File: config.mk
export PLATFORM = sky130hd
export DESIGN_NAME = reg_fault_supervisor
export DESIGN_NICKNAME = d
export VERILOG_FILES = /design/src/rtl/fault_sup_pkg.sv /design/src/rtl/fault_blank_timer.sv /design/src/rtl/fault_uv_qualifier.sv /design/src/rtl/fault_latch_pair.sv /design/src/rtl/reg_fault_supervisor.sv
export SDC_FILE = /design/constraint.sdc
export NUM_CORES = 1
export LEC_CHECK = 0
export BUFFER_PORTS_ARGS = -buffer_cell sky130_fd_sc_hd__buf_2
export CORE_UTILIZATION = 63
export CTS_CLUSTER_SIZE = 30
export DETAILED_ROUTE_END_ITERATION = 16
export GPL_TIMING_DRIVEN = 0
export PLACE_DENSITY = 0.8
export SLEW_MARGIN = 5
export SYNTH_ARGS = -nofsm -noshare
export SYNTH_HDL_FRONTEND = slang
export SYNTH_SLANG_ARGS = --single-unit
File: constraint.sdc
create_clock -name clk -period 3.8 [get_ports clk]
set_input_delay 0.38 -clock clk [delete_from_list [all_inputs] [get_ports clk]]
set_output_delay 0.38 -clock clk [all_outputs]
set_load 0.01 [all_outputs]
File: src/rtl/fault_sup_pkg.sv
package fault_sup_pkg;

  // stage command bundle driven to the gate-drive sequencer
  typedef struct packed {
    logic hs_off;
    logic ls_on;
    logic ls_off;
    logic discharge;
  } stage_cmd_t;

  function automatic stage_cmd_t decode_cmd(input logic off_now,
                                            input logic ov_q,
                                            input logic uv_q);
    stage_cmd_t c;
    c.hs_off    = off_now | ov_q | uv_q;
    c.ls_on     = ~off_now & ov_q;
    c.ls_off    = off_now | uv_q;
    c.discharge = off_now | uv_q;
    return c;
  endfunction

endpackage

File: src/rtl/fault_blank_timer.sv
module fault_blank_timer #(
  parameter int unsigned BLANK_CYC = 200000
) (
  input  logic clk,
  input  logic rst_n,
  input  logic run_i,
  output logic armed_o
);
  localparam int unsigned BW = $clog2(BLANK_CYC + 1);
  localparam logic [BW-1:0] BLIM = BW'(BLANK_CYC);

  logic [BW-1:0] cnt_q;

  always_ff @(posedge clk or negedge rst_n) begin
    if (!rst_n)           cnt_q <= '0;
    else if (!run_i)      cnt_q <= '0;
    else if (cnt_q != BLIM) cnt_q <= cnt_q + 1'b1;
  end

  assign armed_o = (cnt_q == BLIM);


  blank_restart_chk: assert property (@(posedge clk) disable iff (!rst_n)
    !run_i |=> !armed_o);

endmodule

File: src/rtl/fault_uv_qualifier.sv
module fault_uv_qualifier #(
  parameter int unsigned UV_DELAY_CYC = 3000
) (
  input  logic clk,
  input  logic rst_n,
  input  logic sample_i,
  output logic trip_o
);
  localparam int unsigned CW = $clog2(UV_DELAY_CYC + 1);
  localparam logic [CW-1:0] LAST = CW'(UV_DELAY_CYC - 1);

  logic [CW-1:0] cnt_q;

  assign trip_o = sample_i && (cnt_q == LAST);

  always_ff @(posedge clk or negedge rst_n) begin
    if (!rst_n)                  cnt_q <= '0;
    else if (!sample_i || trip_o) cnt_q <= '0;
    else                         cnt_q <= cnt_q + 1'b1;
  end


  uv_gap_reset_chk: assert property (@(posedge clk) disable iff (!rst_n)
    !sample_i |=> (cnt_q == '0));


  uv_cnt_bound_chk: assert property (@(posedge clk) disable iff (!rst_n)
    cnt_q <= LAST);

endmodule

File: src/rtl/fault_latch_pair.sv
module fault_latch_pair (
  input  logic clk,
  input  logic rst_n,
  input  logic clr_i,
  input  logic set_ov_i,
  input  logic set_uv_i,
  output logic ov_q_o,
  output logic uv_q_o
);
  logic ov_q, uv_q, idle;

  assign idle = ~ov_q & ~uv_q;

  always_ff @(posedge clk or negedge rst_n) begin
    if (!rst_n) begin
      ov_q <= 1'b0;
      uv_q <= 1'b0;
    end else if (clr_i) begin
      ov_q <= 1'b0;
      uv_q <= 1'b0;
    end else begin
      if (idle && set_ov_i)              ov_q <= 1'b1;
      if (idle && set_uv_i && !set_ov_i) uv_q <= 1'b1;
    end
  end

  assign ov_q_o = ov_q;
  assign uv_q_o = uv_q;


  latch_clear_chk: assert property (@(posedge clk) disable iff (!rst_n)
    clr_i |=> (!ov_q && !uv_q));


  single_fault_chk: assert property (@(posedge clk) disable iff (!rst_n)
    !(ov_q && uv_q));


  latch_hold_chk: assert property (@(posedge clk) disable iff (!rst_n)
    (ov_q && !clr_i) |=> ov_q);

endmodule

File: src/rtl/reg_fault_supervisor.sv
module reg_fault_supervisor
  import fault_sup_pkg::*;
#(
  parameter int unsigned UV_DELAY_CYC = 3000,
  parameter int unsigned BLANK_CYC    = 200000
) (
  input  logic clk,
  input  logic rst_n,
  input  logic chan_en_i,
  input  logic ov_flag_i,
  input  logic uv_flag_i,
  input  logic lockout_i,
  input  logic overtemp_i,
  output logic hs_off_o,
  output logic ls_on_o,
  output logic ls_off_o,
  output logic discharge_o,
  output logic ov_latched_o,
  output logic uv_latched_o
);
  logic run, armed, uv_sample, uv_trip, ov_q, uv_q, off_now;
  stage_cmd_t cmd;

  // channel allowed to run and to detect latching faults
  assign run = chan_en_i & ~lockout_i;

  fault_blank_timer #(.BLANK_CYC(BLANK_CYC)) u_blank (
    .clk     (clk),
    .rst_n   (rst_n),
    .run_i   (run),
    .armed_o (armed)
  );

  assign uv_sample = uv_flag_i & armed & run & ~ov_q & ~uv_q;

  fault_uv_qualifier #(.UV_DELAY_CYC(UV_DELAY_CYC)) u_uvq (
    .clk      (clk),
    .rst_n    (rst_n),
    .sample_i (uv_sample),
    .trip_o   (uv_trip)
  );

  fault_latch_pair u_latch (
    .clk      (clk),
    .rst_n    (rst_n),
    .clr_i    (~run),
    .set_ov_i (ov_flag_i & run),
    .set_uv_i (uv_trip),
    .ov_q_o   (ov_q),
    .uv_q_o   (uv_q)
  );

  assign off_now = ~run | overtemp_i;
  assign cmd     = decode_cmd(off_now, ov_q, uv_q);

  assign hs_off_o     = cmd.hs_off;
  assign ls_on_o      = cmd.ls_on;
  assign ls_off_o     = cmd.ls_off;
  assign discharge_o  = cmd.discharge;
  assign ov_latched_o = ov_q;
  assign uv_latched_o = uv_q;


  ls_exclusive_chk: assert property (@(posedge clk) disable iff (!rst_n)
    !(ls_on_o && (ls_off_o || discharge_o)));


  uv_blanked_chk: assert property (@(posedge clk) disable iff (!rst_n)
    (!armed && !uv_q) |=> !uv_q);


  lockout_off_chk: assert property (@(posedge clk) disable iff (!rst_n)
    lockout_i |-> (hs_off_o && ls_off_o && discharge_o));


  overtemp_keep_chk: assert property (@(posedge clk) disable iff (!rst_n)
    (overtemp_i && run && ov_q) |=> ov_q);

endmodule

==> qor.csv <==
stage,metric,value,unit
power,worst vdd ir,0.000306,V
floorplanning,initial core utilization,0.679,
clock_network,Post-CTS Hold Buffers,0,
grt,number of global-route vias before repair,1207,
power,Pint,487,µW
synthesis,Main synth FF type,dfrtp_1,
critical_path,Reg2Reg Setup Slack,1.86,ns
clock_network,post-CTS sizing,0,
clock_network,clock tree sinks,32,
sta,final critical-path share of the clock period,0.514,
critical_path,"Req. time, crit path",3.42,ns
power,Leakage,0.000732,µW
critical_path,WS Path Type,flop to output pin,
clock_network,CTS Root Cell,clkbuf_4,
cells_and_area,layout cells sized above 1,0.205,
placed_design,hpwl dp,2.32,mm
power,net switching power,143,µW
grt,GRT overflow,0,
synthesis,post-synth net total,185,
synthesis,Post-synth ARST share,1.00,
sta,Fmax achieved,0.512,GHz
synthesis,Syn Inst Count,175,
clock_network,postcts setup bufs,0,
cells_and_area,count of nets after finishing,204,
synthesis,Synth Area in Adders,0.0217,
critical_path,CP cell instances,or3_1 > or2_2 > buf_2,
critical_path,crit-path max FO,5,
synthesis,Compound-Gate Fraction of Synth Area,0.0507,
critical_path,Crit path largest cell delay,0.42,ns
sta,endpoints failing setup,0,
job,Max-Cap Viols,0,
critical_path,cell with the largest stage delay on the worst path,dfrtp_1,
critical_path,Worst Reg2Reg Path Length in Cells,5,
status,status,finished clean,
sta,Fin Hold WS,0.0675,ns
clock_network,clk_lat worst skew,0.34,ns
routing,drt wl/cell,14.3,µm
floorplanning,Die Wd,54.4,µm
placed_design,cell total after placement,217,
routing,average vias per placed instance,5.88,
routing,Vias,1323,
critical_path,crit end category,output pin,
power,sequential power share,0.546,
synthesis,mean post-synth cell area,9.87,µm²
sta,Setup Skew,0.00481,ns
clock_network,Clock Pin Slew Worst Setup and Hold Paths,0.10,ns
routing,DRC,0,
grt,GR Util met2,0.392,
routing,total wire length,3.21,mm
cells_and_area,Non-Filler Instances,225,
power,clock network power share,0.415,
cells_and_area,most frequent cells in the layout,"dfrtp_1 (32), nor2_1 (18), xnor2_1 (15)",
routing,First-pass DRT Iterations,4,
routing,initial drt markers,42,
floorplanning,I/O Pins,13,
synthesis,Synth Cell Area,1730,µm²
critical_path,CP Depth,3,
clock_network,H-tree depth,2,
clock_network,CTS buffer count,5,
power,Net Sw Frac,0.227,
floorplanning,Chip Height,54.4,µm
grt,first-pass GRT wire length,5.05,mm
grt,met1 GRT Util,0.313,
power,total power,630,µW
synthesis,Unique masters post-synth,39,
sta,Final Hold Fails,0,
power,Pwr per Cell Area,331,nW/µm²
critical_path,CP Buf/Inv Count,1,
clock_network,CTS tree,built,
cells_and_area,Synth-to-Final Area Change,10.3,%
floorplanning,Core Footprint,2540,µm²
sta,RSZ-0062 raised after global routing,false,
sta,setup_tns,0,ns
placed_design,GPL Wtd Cong,0.834,
grt,grt peak-use layer,met2,
sta,post-layout minimum cycle time,1.95,ns
synthesis,main combinational cell family by area after synthesis,simple AND/OR/NAND/NOR gates,
cells_and_area,total inserted antenna cells,0,
critical_path,Crit Reg-Reg Endpoint,u_uvq.cnt_q[8],
placed_design,IO Port Bufs,12,
synthesis,Simple-Gate Fraction of Synth Area,0.325,
critical_path,Startpoint Class,flop,
grt,met3 Track Usage GR,0.0833,
power,Gate power share,0.039,
synthesis,#FFs+latches synth,32,
sta,Slew @ Worst Pin,0.699,ns
clock_network,worst-case clock buffer depth,2,
critical_path,Top delay family on crit path,simple AND/OR/NAND/NOR gates,
synthesis,Synth Area in XOR/XNOR,0.106,
grt,Total GRT Usage,0.250,
grt,initial antenna violation count,0,
synthesis,mux cell area share after synthesis,0,
grt,largest net degree at the start of global routing,33,
worst_hold_path,HP Class,input port to async pin,
critical_path,Critical Path AT,1.57,ns
synthesis,Post-synth EDFFs,0,
routing,residual antenna-violating net count after detailed routing,0,
synthesis,synth warn,0,
sta,final count of pins violating max slew,0,
sta,Slew Limit Headroom,0.534,
synthesis,sequential area share after synthesis,0.463,
floorplanning,die area,2960,µm²
critical_path,worst reg2reg startpoint,u_blank.cnt_q[12],
cells_and_area,"commonest non-fill, non-tap cell in the layout",dfrtp_1,
floorplanning,row count,18,
-- synth_stat cells (2+ instances only) --
| master | instances | area, µm² |
|---|---|---|
| nor2b_1 | 2 | 12.5 |
| and4_1 | 2 | 17.5 |
| a21oi_1 | 7 | 35.0 |
| o21ai_1 | 3 | 15.0 |
| dfrtp_1 | 32 | 801 |
| nor2_2 | 9 | 56.3 |
| nor4_1 | 3 | 18.8 |
| nand2b_1 | 3 | 18.8 |
| nor2_1 | 18 | 67.6 |
| nand4_1 | 7 | 43.8 |
| or3_1 | 6 | 37.5 |
| or2_2 | 2 | 12.5 |
| xnor2_1 | 15 | 131 |
| inv_1 | 8 | 30.0 |
| xor2_1 | 6 | 52.6 |
| o31ai_1 | 2 | 15.0 |
| nand2_1 | 10 | 37.5 |
| ha_1 | 3 | 37.5 |
| nor3_1 | 4 | 20.0 |
| and3_1 | 2 | 12.5 |
| o21ai_0 | 3 | 15.0 |
| nand3_1 | 11 | 55.1 |
-- routing by layer --
metal	vias up	part of all wire
met5	-	0
met3	5	0.062
met4	0	0.015
li1	646	-
met2	38	0.45
met1	634	0.47
-- worst register-to-register path: stages, from the launching register on --
cell and delay, ns:
dfrtp_1 0.45, or4b_4 0.58, nor4_4 0.38, nand4_2 0.18, buf_6 0.19, nor2_2 0.11
-- per-stage QoR --
stage	area (µm²)	util	setup WS, ns
floorplan	1730	-	1.97
global placement	1830	0.717	1.90
detailed placement	1830	0.717	1.87
CTS	1910	0.749	1.83
global route	1910	0.749	1.74
finish	1910	0.749	1.85
-- final cells by class --
cell class              count  area (µm²)
well taps                  30        37.5
plain buffers               4        26.3
multi-input cells         131         871
flip-flops and latches     32         801
clock inverters             3        42.5
inverters                   8        30.0
fillers                   180         639
clock buffers               5        37.5
repair buffers             12        60.1
-- state kept, by name, indices dropped and copies added (netlist names) --
| name | cells |
|---|---|
| u_latch.ov_q_o | 1 |
| u_uvq.cnt_q | 12 |
| u_blank.cnt_q | 18 |
| u_latch.uv_q_o | 1 |
-- power groups by stage --
stage               clock network, µW  registers (µW)  logic (µW)
finish                            262             344        24.4
global route                      279             344        28.6
CTS                               268             344        25.1
detailed placement                  0             351        25.0
global placement                    0             350        24.3
floorplan                           0             350        10.6
-- cells by family after synthesis --
logic type / Yosys count
fa+ha+maj: 3
flops: 32
xor+xnor: 21
simple gates: 91
buf+inv: 12
compound gates: 16
-- worst max path at each step --
stage,from,end,slack [ns]
floorplan,u_blank.cnt_q[12],u_blank.cnt_q[2],1.97
global placement,u_blank.cnt_q[12],u_blank.cnt_q[2],1.90
detailed placement,u_blank.cnt_q[12],u_blank.cnt_q[1],1.87
CTS,u_latch.uv_q_o,hs_off_o,1.83
global route,u_latch.uv_q_o,hs_off_o,1.74
finish,u_latch.uv_q_o,hs_off_o,1.85
(Power assumes the default switching activity.)
